**src/rtl/i2c_cfg_pkg.sv**
```systemverilog
package i2c_cfg_pkg;

  typedef enum logic [2:0] {
    ST_IDLE,
    ST_START,
    ST_BIT,
    ST_ACK,
    ST_STOP,
    ST_FREE
  } bus_st_e;

  localparam int unsigned FRAME_W = 24;

  // device byte, then {reg_addr, value[8]}, then value[7:0]
  function automatic logic [FRAME_W-1:0] pack_frame(input logic [7:0] dev,
                                                    input logic [15:0] ent);
    logic [6:0] reg_a;
    logic [8:0] val;
    reg_a = ent[15:9];
    val   = ent[8:0];
    return {dev, reg_a, val[8], val[7:0]};
  endfunction

endpackage

```
**src/rtl/i2c_cfg_tick.sv**
```systemverilog
module i2c_cfg_tick #(
  parameter int unsigned QUARTER = 625
) (
  input  logic clk_i,
  input  logic rst_ni,
  input  logic run_i,
  output logic tick_o
);
  localparam int unsigned CW = (QUARTER > 1) ? $clog2(QUARTER) : 1;
  localparam logic [CW-1:0] LAST = CW'(QUARTER - 1);

  logic [CW-1:0] cnt_q;

  always_ff @(posedge clk_i or negedge rst_ni) begin
    if (!rst_ni)              cnt_q <= '0;
    else if (!run_i)          cnt_q <= '0;
    else if (cnt_q == LAST)   cnt_q <= '0;
    else                      cnt_q <= cnt_q + 1'b1;
  end

  assign tick_o = run_i && (cnt_q == LAST);
endmodule

```
**src/rtl/i2c_cfg_phy.sv**
```systemverilog
module i2c_cfg_phy
  import i2c_cfg_pkg::*;
#(
  parameter int unsigned QUARTER = 625
) (
  input  logic               clk_i,
  input  logic               rst_ni,
  input  logic               go_i,
  input  logic [FRAME_W-1:0] frame_i,
  input  logic               sda_i,
  output logic               done_o,
  output logic               ok_o,
  output logic               scl_o,
  output logic               sda_low_o
);
  bus_st_e            st_q, st_d;
  logic [1:0]         ph_q, ph_d;
  logic [2:0]         bit_q, bit_d;
  logic [1:0]         byte_q, byte_d;
  logic [FRAME_W-1:0] sr_q, sr_d;
  logic               nack_q;
  logic               scl_q, scl_d;
  logic               sdal_q, sdal_d;
  logic               done_q, ok_q;
  logic [1:0]         sync_q;
  logic               tick, fin, run;

  assign run = (st_q != ST_IDLE);

  i2c_cfg_tick #(.QUARTER(QUARTER)) u_tick (
    .clk_i  (clk_i),
    .rst_ni (rst_ni),
    .run_i  (run),
    .tick_o (tick)
  );

  // slot sequencing, four quarters per slot
  always_comb begin
    st_d   = st_q;
    ph_d   = ph_q;
    bit_d  = bit_q;
    byte_d = byte_q;
    sr_d   = sr_q;
    fin    = 1'b0;
    if (st_q == ST_IDLE) begin
      if (go_i) begin
        st_d   = ST_START;
        ph_d   = 2'd0;
        sr_d   = frame_i;
        byte_d = 2'd0;
        bit_d  = 3'd7;
      end
    end else if (tick) begin
      if (ph_q != 2'd3) begin
        ph_d = ph_q + 2'd1;
      end else begin
        ph_d = 2'd0;
        unique case (st_q)
          ST_START: begin
            st_d  = ST_BIT;
            bit_d = 3'd7;
          end
          ST_BIT: begin
            sr_d = {sr_q[FRAME_W-2:0], 1'b0};
            if (bit_q == 3'd0) st_d = ST_ACK;
            else               bit_d = bit_q - 3'd1;
          end
          ST_ACK: begin
            if (nack_q || byte_q == 2'd2) begin
              st_d = ST_STOP;
            end else begin
              st_d   = ST_BIT;
              bit_d  = 3'd7;
              byte_d = byte_q + 2'd1;
            end
          end
          ST_STOP: st_d = ST_FREE;
          ST_FREE: begin
            st_d = ST_IDLE;
            fin  = 1'b1;
          end
          default: st_d = ST_IDLE;
        endcase
      end
    end
  end

  // line levels for the coming phase; SDA moves only in quarter 1..3 of a slot
  always_comb begin
    scl_d  = 1'b1;
    sdal_d = sdal_q;
    unique case (st_d)
      ST_START: sdal_d = ph_d[1];
      ST_BIT: begin
        scl_d = ph_d[1];
        if (ph_d != 2'd0) sdal_d = ~sr_d[FRAME_W-1];
      end
      ST_ACK: begin
        scl_d = ph_d[1];
        if (ph_d != 2'd0) sdal_d = 1'b0;
      end
      ST_STOP: begin
        scl_d = ph_d[1];
        if (ph_d == 2'd1 || ph_d == 2'd2) sdal_d = 1'b1;
        else if (ph_d == 2'd3)            sdal_d = 1'b0;
      end
      default: sdal_d = 1'b0;
    endcase
  end

  always_ff @(posedge clk_i or negedge rst_ni) begin
    if (!rst_ni) begin
      st_q   <= ST_IDLE;
      ph_q   <= 2'd0;
      bit_q  <= 3'd7;
      byte_q <= 2'd0;
      sr_q   <= '0;
      nack_q <= 1'b0;
      scl_q  <= 1'b1;
      sdal_q <= 1'b0;
      done_q <= 1'b0;
      ok_q   <= 1'b0;
      sync_q <= 2'b11;
    end else begin
      st_q   <= st_d;
      ph_q   <= ph_d;
      bit_q  <= bit_d;
      byte_q <= byte_d;
      sr_q   <= sr_d;
      scl_q  <= scl_d;
      sdal_q <= sdal_d;
      sync_q <= {sync_q[0], sda_i};
      done_q <= fin;
      ok_q   <= fin && !nack_q;
      if (st_q == ST_IDLE && go_i)
        nack_q <= 1'b0;
      else if (tick && st_q == ST_ACK && ph_q == 2'd2)
        nack_q <= sync_q[1];
    end
  end

  assign done_o    = done_q;
  assign ok_o      = ok_q;
  assign scl_o     = scl_q;
  assign sda_low_o = sdal_q;
endmodule

```
**src/rtl/i2c_cfg_seq.sv**
```systemverilog
module i2c_cfg_seq
  import i2c_cfg_pkg::*;
#(
  parameter int unsigned      N_ENTRIES = 10,
  parameter logic [7:0]       DEV_ADDR  = 8'h34,
  parameter logic [16*N_ENTRIES-1:0] TABLE = '0
) (
  input  logic                 clk_i,
  input  logic                 rst_ni,
  input  logic                 xfer_done_i,
  input  logic                 xfer_ok_i,
  output logic                 go_o,
  output logic [FRAME_W-1:0]   frame_o,
  output logic [N_ENTRIES-1:0] status_o,
  output logic                 finished_o
);
  localparam int unsigned IW = (N_ENTRIES > 1) ? $clog2(N_ENTRIES) : 1;
  localparam logic [IW-1:0] LAST_IDX = IW'(N_ENTRIES - 1);

  logic [IW-1:0]        idx_q;
  logic                 pending_q;
  logic                 fin_q;
  logic [N_ENTRIES-1:0] status_q;
  logic [15:0]          ent;

  always_comb begin
    ent = '0;
    for (int i = 0; i < int'(N_ENTRIES); i++)
      if (idx_q == IW'(i)) ent = TABLE[16*i +: 16];
  end

  assign frame_o = pack_frame(DEV_ADDR, ent);
  assign go_o    = !pending_q && !fin_q;

  always_ff @(posedge clk_i or negedge rst_ni) begin
    if (!rst_ni) begin
      idx_q     <= '0;
      pending_q <= 1'b0;
      fin_q     <= 1'b0;
      status_q  <= '0;
    end else begin
      if (go_o) pending_q <= 1'b1;
      if (xfer_done_i) begin
        pending_q <= 1'b0;
        if (xfer_ok_i) begin
          status_q[idx_q] <= 1'b1;
          if (idx_q == LAST_IDX) fin_q <= 1'b1;
          else                   idx_q <= idx_q + 1'b1;
        end
      end
    end
  end

  assign status_o   = status_q;
  assign finished_o = fin_q;
endmodule

```
**src/rtl/i2c_cfg_master.sv**
```systemverilog
module i2c_cfg_master
  import i2c_cfg_pkg::*;
#(
  parameter int unsigned      CLK_HZ    = 50_000_000,
  parameter int unsigned      BUS_HZ    = 20_000,
  parameter int unsigned      N_ENTRIES = 10,
  parameter logic [7:0]       DEV_ADDR  = 8'h34,
  parameter logic [16*N_ENTRIES-1:0] TABLE = '0
) (
  input  logic                 clk_i,
  input  logic                 rst_ni,
  input  logic                 sda_i,
  output logic                 scl_o,
  output logic                 sda_low_o,
  output logic [N_ENTRIES-1:0] status_o,
  output logic                 finished_o
);
  localparam int unsigned Q_RAW   = (CLK_HZ + 4*BUS_HZ - 1) / (4*BUS_HZ);
  localparam int unsigned QUARTER = (Q_RAW < 2) ? 2 : Q_RAW;

  logic               go, xfer_done, xfer_ok;
  logic [FRAME_W-1:0] frame;

  i2c_cfg_seq #(
    .N_ENTRIES (N_ENTRIES),
    .DEV_ADDR  (DEV_ADDR),
    .TABLE     (TABLE)
  ) u_seq (
    .clk_i       (clk_i),
    .rst_ni      (rst_ni),
    .xfer_done_i (xfer_done),
    .xfer_ok_i   (xfer_ok),
    .go_o        (go),
    .frame_o     (frame),
    .status_o    (status_o),
    .finished_o  (finished_o)
  );

  i2c_cfg_phy #(.QUARTER(QUARTER)) u_phy (
    .clk_i     (clk_i),
    .rst_ni    (rst_ni),
    .go_i      (go),
    .frame_i   (frame),
    .sda_i     (sda_i),
    .done_o    (xfer_done),
    .ok_o      (xfer_ok),
    .scl_o     (scl_o),
    .sda_low_o (sda_low_o)
  );
endmodule

```
**config.mk**
```make
export PLATFORM = sky130hd
export DESIGN_NAME = i2c_cfg_master
export DESIGN_NICKNAME = d
export VERILOG_FILES = /design/src/rtl/i2c_cfg_pkg.sv /design/src/rtl/i2c_cfg_tick.sv /design/src/rtl/i2c_cfg_phy.sv /design/src/rtl/i2c_cfg_seq.sv /design/src/rtl/i2c_cfg_master.sv
export SDC_FILE = /design/constraint.sdc
export NUM_CORES = 1
export LEC_CHECK = 0
export BUFFER_PORTS_ARGS = -buffer_cell sky130_fd_sc_hd__clkbuf_2
export CAP_MARGIN = 20
export CELL_PAD_IN_SITES_DETAIL_PLACEMENT = 0
export CELL_PAD_IN_SITES_GLOBAL_PLACEMENT = 2
export CORE_MARGIN = 2
export CORE_UTILIZATION = 37
export DETAILED_ROUTE_END_ITERATION = 10
export GPL_TIMING_DRIVEN = 0
export HOLD_SLACK_MARGIN = 0.05
export PLACE_DENSITY = 0.72
export SYNTH_ARGS = -nofsm -noshare
export SYNTH_HDL_FRONTEND = slang
export SYNTH_SLANG_ARGS = --single-unit
```
**constraint.sdc**
```tcl
create_clock -name clk_i -period 2.2 [get_ports clk_i]
set_input_delay 0.55 -clock clk_i [delete_from_list [all_inputs] [get_ports clk_i]]
set_output_delay 0.55 -clock clk_i [all_outputs]
set_load 0.02 [all_outputs]
```
==> results.cfg, run 1 <==
[clocking]
cts_tree = done
clkLatencyLatePin_ns = 0.35
htreeDepth = 3
clock-root-buffer = clkbuf_8
cts_buffer_depth = 2
cts_hold_buf = 0
cts.clk_slew.worst_paths_ns = 0.08
clkSinkCount = 66
cts_buffers = 9

[timing]
rsz0062_at_grt = true
report.final.slew_viol_count = 0
fmax_ghz = 0.449
post-route-period-util_pct = 101
min_period_ns = 2.23
relSlewSlack_pct = 64.7
setup_viol = 1
whs_ns = 0.158
skew_ns = 0.0119
worst_slew_pin_slew_ns = 0.525
setup_slack_ns = -0.0271
hold_violations = 0

[global_routing]
grt_max_degree = 40
track_usage_pct = 15.9
grt_pass1_vias = 2058
grt_overflow = 0
antenna_found_initial = 0
grt_pass1_wl_mm = 10.8

[synth]
yosys.area.top_type_share_pct = 50.1
syn_avg_cell_area_sq_um = 11.4
yosys_most_used_dff = dfrtp_1
syn_inst = 264
yosysTopAreaCell = dfrtp_1
synth-seq-cells = 66
async_reset_ff_share_pct = 100
ys_top_cells_by_area = dfrtp_1 50%, ha_1 5.4%, dfstp_2 5.3%
synth_edf_count = 0
ys_warn_count = 0
synth_cell_type_count = 50
synthesis.nets = 280
synth_most_common_cell = dfrtp_1
yosysSeqAreaShare_pct = 55.4
ys_top_cells_by_count = 60 x dfrtp_1, 21 x nor2_1, 18 x a22o_1
syn_area_sq_um = 3000

[drt]
vias = 2093
route.detailed.drc = 0
firstDrtPassIters = 4
avgRoutedWirePerCell_microns = 15.2
wl_mm = 6.21
ant_nets = 0
vias_per_cell = 5.14
drt-initial-drc-count = 120

[floorplanning]
die-height_microns = 94.0
initial_core_util_pct = 38.6
ios = 16
die_w_microns = 94.0
coreArea_sq_um = 7770
core.rowCount = 32
die_area_sq_um = 8840

[worst_setup_path]
crit_type = reg2reg
cp.arrival_ns = 2.46
r2r_end = u_phy.sda_low_o
rr_startpoint = u_phy.u_tick.cnt_q[1]
rrSetupSlack_ns = -0.03
reg2reg_depth = 11
critical_path_required_ns = 2.43
critPathLaunchType = flop
path_max_fanout = 4
endpoint = u_phy.sda_low_o
crit_start = u_phy.u_tick.cnt_q[1]
end_kind = flop

[place]
dpl.hpwl_mm = 4.14
gp_congestion = 0.836
port_buffers = 15

[final_layout]
layout.nets = 316
diodes = 0
area_growth_pct = 22.2
drive_above_1_share_pct = 27.2
nFillCells = 732

[run_status]
violations = negative setup slack
status = finished with violations

[power]
ir_drop_uv = 328
pwr_density_cell_nw_per_um2 = 682
finalPower_uw = 2500
p_leak_uw = 0.00182

[worst_hold_path]
hold_class = in2async

[job]
drv_cap = 0
-- worst max-delay path, cell delays in order (launching register included) --
cell	delay, ns
dfrtp_1	0.38
inv_1	0.06
ha_2	0.17
nor3b_4	0.24
nand3_2	0.12
buf_4	0.17
nor4_4	0.14
a21oi_2	0.07
ha_2	0.29
nand2b_1	0.16
a221oi_2	0.25
a211oi_2	0.05
-- per-layer routing --
| layer | GRT usage [%] | part of all wire, % |
|---|---|---|
| met2 | 21.0 | 43 |
| met1 | 24.1 | 52 |
| met5 | 0 | 0 |
| met3 | 5.70 | 4.0 |
| met4 | 5.07 | 1.2 |
-- power breakdown --
| part | leakage (uW) | switching (uW) | internal, uW |
|---|---|---|---|
| clock network | 0.000117 | 494 | 757 |
| registers | 0.000863 | 0.688 | 1220 |
| logic | 0.000845 | 23.8 | 5.34 |
-- cell usage in the layout, fill, tap and decap left out, types with 9 or more instances in the layout --
master and n:
inv_1 13, clkbuf_8 9, a22o_1 18, dfrtp_1 58, ha_1 10, clkbuf_2 15, nand2_1 12, nand3_1 10
nor2_1 19, buf_4 10
-- sequential cells by signal, indices dropped and copies added, names as in the netlist, 2 cells and up --
register,count
u_phy.u_tick.cnt_q,10
u_phy.bit_q,3
u_phy.ph_q,2
u_phy.st_q,3
u_phy.sr_q,23
u_seq.status_o,10
u_phy.byte_q,2
u_phy.sync_q,2
u_seq.idx_q,4
-- timing repair --
action,CTS,global route
gates resized for setup,16,17
cloned,0,0
setup endpoints to repair,22,27
pin swaps,5,3
buffers inserted,6,4
-- how the worst min path moves through the flow --
stage,end,slack (ns)
6_report,u_phy.u_tick.cnt_q[1],0.16
5_1_grt,u_seq.status_o[6],0.17
4_1_cts,u_phy.u_tick.cnt_q[1],0.16
3_5_place_dp,u_phy.sync_q[1],0.36
3_3_place_gp,u_phy.sync_q[1],0.36
2_1_floorplan,u_phy.byte_q[0],0.25
-- cells by family (layout without fill, tap and decap cells) --
group	count (synthesis)	after routing	share of synthesized area (%)
simple gates	88	88	15.9
flops	66	66	55.4
compound gates	58	58	15.3
buf+inv	23	64	3.09
fa+ha+maj	13	13	5.43
xor+xnor	11	11	3.21
mux	5	5	1.75
-- layout make-up --
class / instances / area (sq um) / share of cell area [%]
buffer: 9 / 51.3 / 1.40
clock buffer: 10 / 128 / 3.49
clock inverter: 6 / 115 / 3.14
inverter: 13 / 48.8 / 1.33
multi-input combinational: 175 / 1360 / 37.0
sequential: 66 / 1660 / 45.4
tap: 102 / 128 / 3.49
timing repair buffer: 26 / 173 / 4.72
-- metrics by stage --
stage	setup WS [ns]	area, sq um	TNS (ns)	util [%]	cells
finish	-0.0271	3660	-0.0271	47.1	407
global route	-0.132	3660	-0.215	47.1	407
CTS	0.00203	3580	0	46.1	403
detailed placement	-0.304	3230	-0.416	41.5	382
global placement	-0.344	3200	-1.39	41.3	381
floorplan	0.0186	3000	0	-	264
Power figures use the tool's default switching activity.
==> run 2: changes to the inputs <==
BUFFER_PORTS_ARGS = -buffer_cell sky130_fd_sc_hd__buf_4   (was -buffer_cell sky130_fd_sc_hd__clkbuf_2)
==> results.cfg, run 2 (synthesis results as in run 1) <==
[global_routing]
antenna_found_initial = 0
grtUsageMet3_pct = 5.38
grt_overflow = 0
grt_pass1_vias = 2045
grt_use_met2_pct = 21.6
track_usage_pct = 15.6
grt_use_met1_pct = 23.0
grt_max_degree = 67
grt_pass1_wl_mm = 10.6
grt-busiest-layer = met1

[floorplanning]
initial_core_util_pct = 38.6
ios = 16
core.rowCount = 32
die_w_microns = 94.0
die_area_sq_um = 8840
coreArea_sq_um = 7770
die-height_microns = 94.0

[worst_setup_path]
cp.arrival_ns = 2.44
end_kind = flop
path_max_fanout = 3
rr_startpoint = u_phy.u_tick.cnt_q[1]
reg2reg_depth = 13
cp_slowest_cell = dfrtp_1
critPathLaunchType = flop
rrSetupSlack_ns = -0.02
cp_num_buf_inv = 4
path_cells = inv_1 > ha_2 > nor3b_4 > nand3_2 > buf_4 > nor4_2 > a21oi_2 > buf_4 > inv_1 > ha_1 > nand2b_1 > a221oi_2 > a211oi_2
critPathTopFamily = simple AND/OR/NAND/NOR gates
crit_type = reg2reg
cpPeakStageDelay_ns = 0.39
critical_path_required_ns = 2.41
r2r_end = u_phy.sda_low_o

[timing]
setup_slack_ns = -0.0231
fmax_ghz = 0.450
post-route-period-util_pct = 101
min_period_ns = 2.22
skew_ns = 0.0116
tns_ns = -0.0231
rsz0062_at_grt = true
relSlewSlack_pct = 44.1
whs_ns = 0.304
worst_slew_pin_slew_ns = 0.838
report.final.slew_viol_count = 0
hold_violations = 0
setup_viol = 1

[place]
port_buffers = 15
dpl.hpwl_mm = 4.03
gp_congestion = 0.815

[final_layout]
layout.nets = 315
multiInputGateArea_sq_um = 1340
layout_common_cells = 59 x dfrtp_1, 26 x buf_4, 20 x nor2_1
diodes = 0
largest_reg_flops = 23
area_growth_pct = 22.3
drive_above_1_share_pct = 27.0
final_common_cell = dfrtp_1
seq_area_sq_um = 1660
nFillCells = 743
top_register = u_phy.sr_q

[drt]
vias_per_cell = 5.03
avgRoutedWirePerCell_microns = 15.1
vias = 2044
firstDrtPassIters = 4
wl_mm = 6.13
drt-initial-drc-count = 106
route.detailed.drc = 0
ant_nets = 0

[power]
ir_drop_uv = 511
p_comb_share_pct = 1.0
p_sw_uw = 508
p_seq_share_pct = 49.0
pwr-share-clk_pct = 50.0
p_int_uw = 1980
p_sw_share_pct = 20.5
p_leak_uw = 0.00183
pwr_density_cell_nw_per_um2 = 677

[clocking]
clkSinkCount = 66
cts_buffer_depth = 2
cts_tree = done
cts_buffers = 9
clock-root-buffer = clkbuf_8
cts.clk_slew.worst_paths_ns = 0.08
clkLatencyLatePin_ns = 0.34
htreeDepth = 3
cts_hold_buf = 0

[run_status]
violations = negative setup slack
status = finished with violations

[job]
drv_cap = 0

[worst_hold_path]
hold_class = in2async
==> run 2: per-layer routing <==
layer / vias up / wire, microns
met2: 28 / 2580
met3: 9 / 196
met1: 990 / 3280
li1: 1017 / -
met5: - / 0
met4: 0 / 84
==> run 2: power by group through the flow <==
stage	clock, uW	combinational (uW)	sequential [uW]
after floorplan	0	0.0498	1240
after global placement	0	27.8	1240
after detailed placement	0	28.0	1240
after CTS	1280	27.8	1220
after global routing	1330	30.3	1220
final	1240	25.3	1220
==> run 2: worst max-delay path by stage <==
stage          slack, ns                  start              end  depth (start not counted)
2_1_floorplan       0.02  u_phy.u_tick.cnt_q[0]  u_phy.sda_low_o                         13
3_3_place_gp       -0.35          u_phy.st_q[2]  u_phy.sda_low_o                         10
3_5_place_dp       -0.34          u_phy.st_q[2]  u_phy.sda_low_o                         10
4_1_cts            -0.02  u_phy.u_tick.cnt_q[1]  u_phy.sda_low_o                         13
5_1_grt            -0.19  u_phy.u_tick.cnt_q[1]  u_phy.sda_low_o                         13
6_report           -0.02  u_phy.u_tick.cnt_q[1]  u_phy.sda_low_o                         13
==> run 2: final cells by class <==
cell class              count  share of cell area (%)
well taps                 102                    3.48
flip-flops and latches     66                    45.3
plain buffers               9                    1.50
clock buffers              10                    3.48
inverters                  13                    1.33
clock inverters             6                    3.14
multi-input cells         175                    36.7
repair buffers             25                    5.12
==> run 2: repair_timing <==
action,in CTS,in global routing
buffers inserted,7,3
pin swaps,5,5
resized for setup,15,18
setup endpoints to repair,20,28
==> run 2: through the flow <==
step	setup slack [ns]	utilization [%]	std cells	area (sq um)	total power, uW
after floorplan	0.0186	-	264	3000	1240
after global placement	-0.353	41.7	381	3240	1270
after detailed placement	-0.337	41.7	381	3240	1270
after CTS	-0.0198	46.1	403	3580	2520
after global routing	-0.192	47.2	406	3670	2580
final	-0.0231	47.2	406	3670	2480
==> run 3: changes to the inputs <==
CORE_UTILIZATION = 36   (was 37)
PLACE_DENSITY = 0.77   (was 0.72)
SYNTH_HIERARCHICAL = 1   (was unset)
==> results.cfg, run 3 <==
[place]
dp.cells = 476
port_buffers = 15
gp_congestion = 0.726
dpl.hpwl_mm = 4.04
place_area_sq_um = 3710

[worst_setup_path]
r2r_end = u_phy/sda_low_o
path_max_fanout = 7
cp.arrival_ns = 2.80
crit_start = u_phy/u_tick/cnt_q[8]
crit_type = reg2reg
reg2reg_depth = 9
end_kind = flop
critical_path_required_ns = 2.43
critPathLaunchType = flop
rrSetupSlack_ns = -0.37
rr_startpoint = u_phy/u_tick/cnt_q[8]

[global_routing]
track_usage_pct = 14.0
grt_pass1_vias = 2286
antenna_found_initial = 0
grt_max_degree = 68
grt_overflow = 0
grt_pass1_wl_mm = 10.9

[drt]
wl_mm = 6.41
ant_nets = 0
vias_per_cell = 4.70
route.detailed.drc = 0
drt-initial-drc-count = 72
firstDrtPassIters = 4
avgRoutedWirePerCell_microns = 12.6
vias = 2382

[final_layout]
largest_reg_flops = 24
layout_common_cells = 60 x dfrtp_1, 55 x nand2_1, 53 x buf_4
multiInputGateArea_sq_um = 1570
layout.nets = 407
post-route-util_pct = 46.1
seq_area_sq_um = 1690
drive_above_1_share_pct = 29.8
final_common_cell = dfrtp_1
fin_cells = 507
final_cell_area_sq_um = 4220
top_register = u_phy/sr_q
area_growth_pct = 25.9
diodes = 0
nFillCells = 860

[timing]
fmax_ghz = 0.389
whs_ns = 0.307
hold_violations = 0
report.final.slew_viol_count = 0
rsz0062_at_grt = true
setup_viol = 2
worst_slew_pin_slew_ns = 0.872
setup_slack_ns = -0.370
skew_ns = 0.00981
post-route-period-util_pct = 117
relSlewSlack_pct = 41.9
min_period_ns = 2.57

[clocking]
htreeDepth = 3
cts_buffers = 9
cts_buffer_depth = 2
cts_tree = done
cts_hold_buf = 0
clkLatencyLatePin_ns = 0.35
cts.clk_slew.worst_paths_ns = 0.07
clkSinkCount = 67
clock-root-buffer = clkbuf_8

[synth]
synth_cell_type_count = 59
synth_most_common_cell = dfrtp_1
yosysTopAreaCell = dfrtp_1
syn_inst = 328
yosys_most_used_dff = dfrtp_1
yosys.area.top_type_share_pct = 45.5
synth_edf_count = 0
ys_top_cells_by_area = dfrtp_1 46%, nand2_1 6.2%, buf_4 5.4%
ys_warn_count = 6
yosysSeqAreaShare_pct = 50.2
ys_top_cells_by_count = 61 x dfrtp_1, 55 x nand2_1, 24 x buf_4
async_reset_ff_share_pct = 100
synth-seq-cells = 67
syn_avg_cell_area_sq_um = 10.2
syn_area_sq_um = 3350

[power]
ir_drop_uv = 321
pwr_density_cell_nw_per_um2 = 590
finalPower_uw = 2490
p_leak_uw = 0.00211

[floorplanning]
die-height_microns = 100
initial_core_util_pct = 36.6
core.rowCount = 35
die_w_microns = 100
coreArea_sq_um = 9150
die_area_sq_um = 10100
ios = 16

[run_status]
status = finished with violations
violations = negative setup slack

[worst_hold_path]
hold_class = in2async

[job]
drv_cap = 0
[run 3: layer usage]
metal | share of wire, % | vias to the layer above | track usage, % | wire [microns]
met5 | 0 | - | 0 | 0
met4 | 2.4 | 0 | 7.27 | 156
met2 | 45 | 19 | 20.2 | 2850
met1 | 51 | 1138 | 19.6 | 3290
met3 | 1.7 | 12 | 3.12 | 111
li1 | - | 1213 | - | -
[run 3: what timing repair did]
item                                    in CTS  in global routing
setup buffers                               13                  3
endpoints found under the setup margin      29                 26
pin swaps                                   10                  4
resized for setup                           38                  5
gates cloned                                 0                  0
[run 3: how the worst max path moves through the flow]
stage                 endpoint  slack (ns)
5_1_grt        u_phy/sda_low_o       -0.49
4_1_cts        u_phy/sda_low_o       -0.35
3_3_place_gp   u_phy/sda_low_o       -0.68
2_1_floorplan  u_phy/sda_low_o       -0.40
6_report       u_phy/sda_low_o       -0.37
3_5_place_dp   u_phy/sda_low_o       -0.69
[run 3: through the flow]
step           setup WS, ns  TNS, ns
6_report             -0.370   -0.440
5_1_grt              -0.495    -2.61
4_1_cts              -0.346   -0.394
3_5_place_dp         -0.686   -12.28
3_3_place_gp         -0.683   -11.86
2_1_floorplan        -0.397    -1.24
[run 3: cell type report]
| cell class | instances | share of cell area [%] |
|---|---|---|
| Multi-Input combinational cell | 231 | 37.1 |
| Tap cell | 111 | 3.29 |
| Timing Repair Buffer | 31 | 5.69 |
| Clock buffer | 10 | 3.02 |
| Sequential cell | 67 | 39.9 |
| Buffer | 34 | 7.20 |
| Clock inverter | 6 | 2.13 |
| Inverter | 17 | 1.57 |
[run 3: power by group]
part / internal [uW] / switching (uW)
sequential: 1260 / 12.3
clock: 640 / 494
combinational: 39.1 / 46.5
total: 1940 / 553
[run 3: critical path: stages, from the launching register on]
cell     delay, ns
dfrtp_1       0.42
nor4_2        0.28
nand3_2       0.14
nor3_4        0.34
nand2_1       0.12
a221o_1       0.38
nor2b_4       0.15
nor3b_2       0.15
a211o_1       0.22
mux2_2        0.26
[run 3: cells by family (layout without fill, tap and decap cells)]
family                   after synthesis  after routing  share of synthesized area, %
AO/OA/AOI/OAI                         66             66                          14.6
XOR/XNOR                               6              6                          1.57
adder cells (fa/ha/maj)               13             13                          4.85
buffers and inverters                 52             98                          8.59
flip-flops                            67             67                          50.2
multiplexers                           5              5                          1.61
other                                  2             24                         0.224
AND/OR/NAND/NOR                      117            117                          18.4
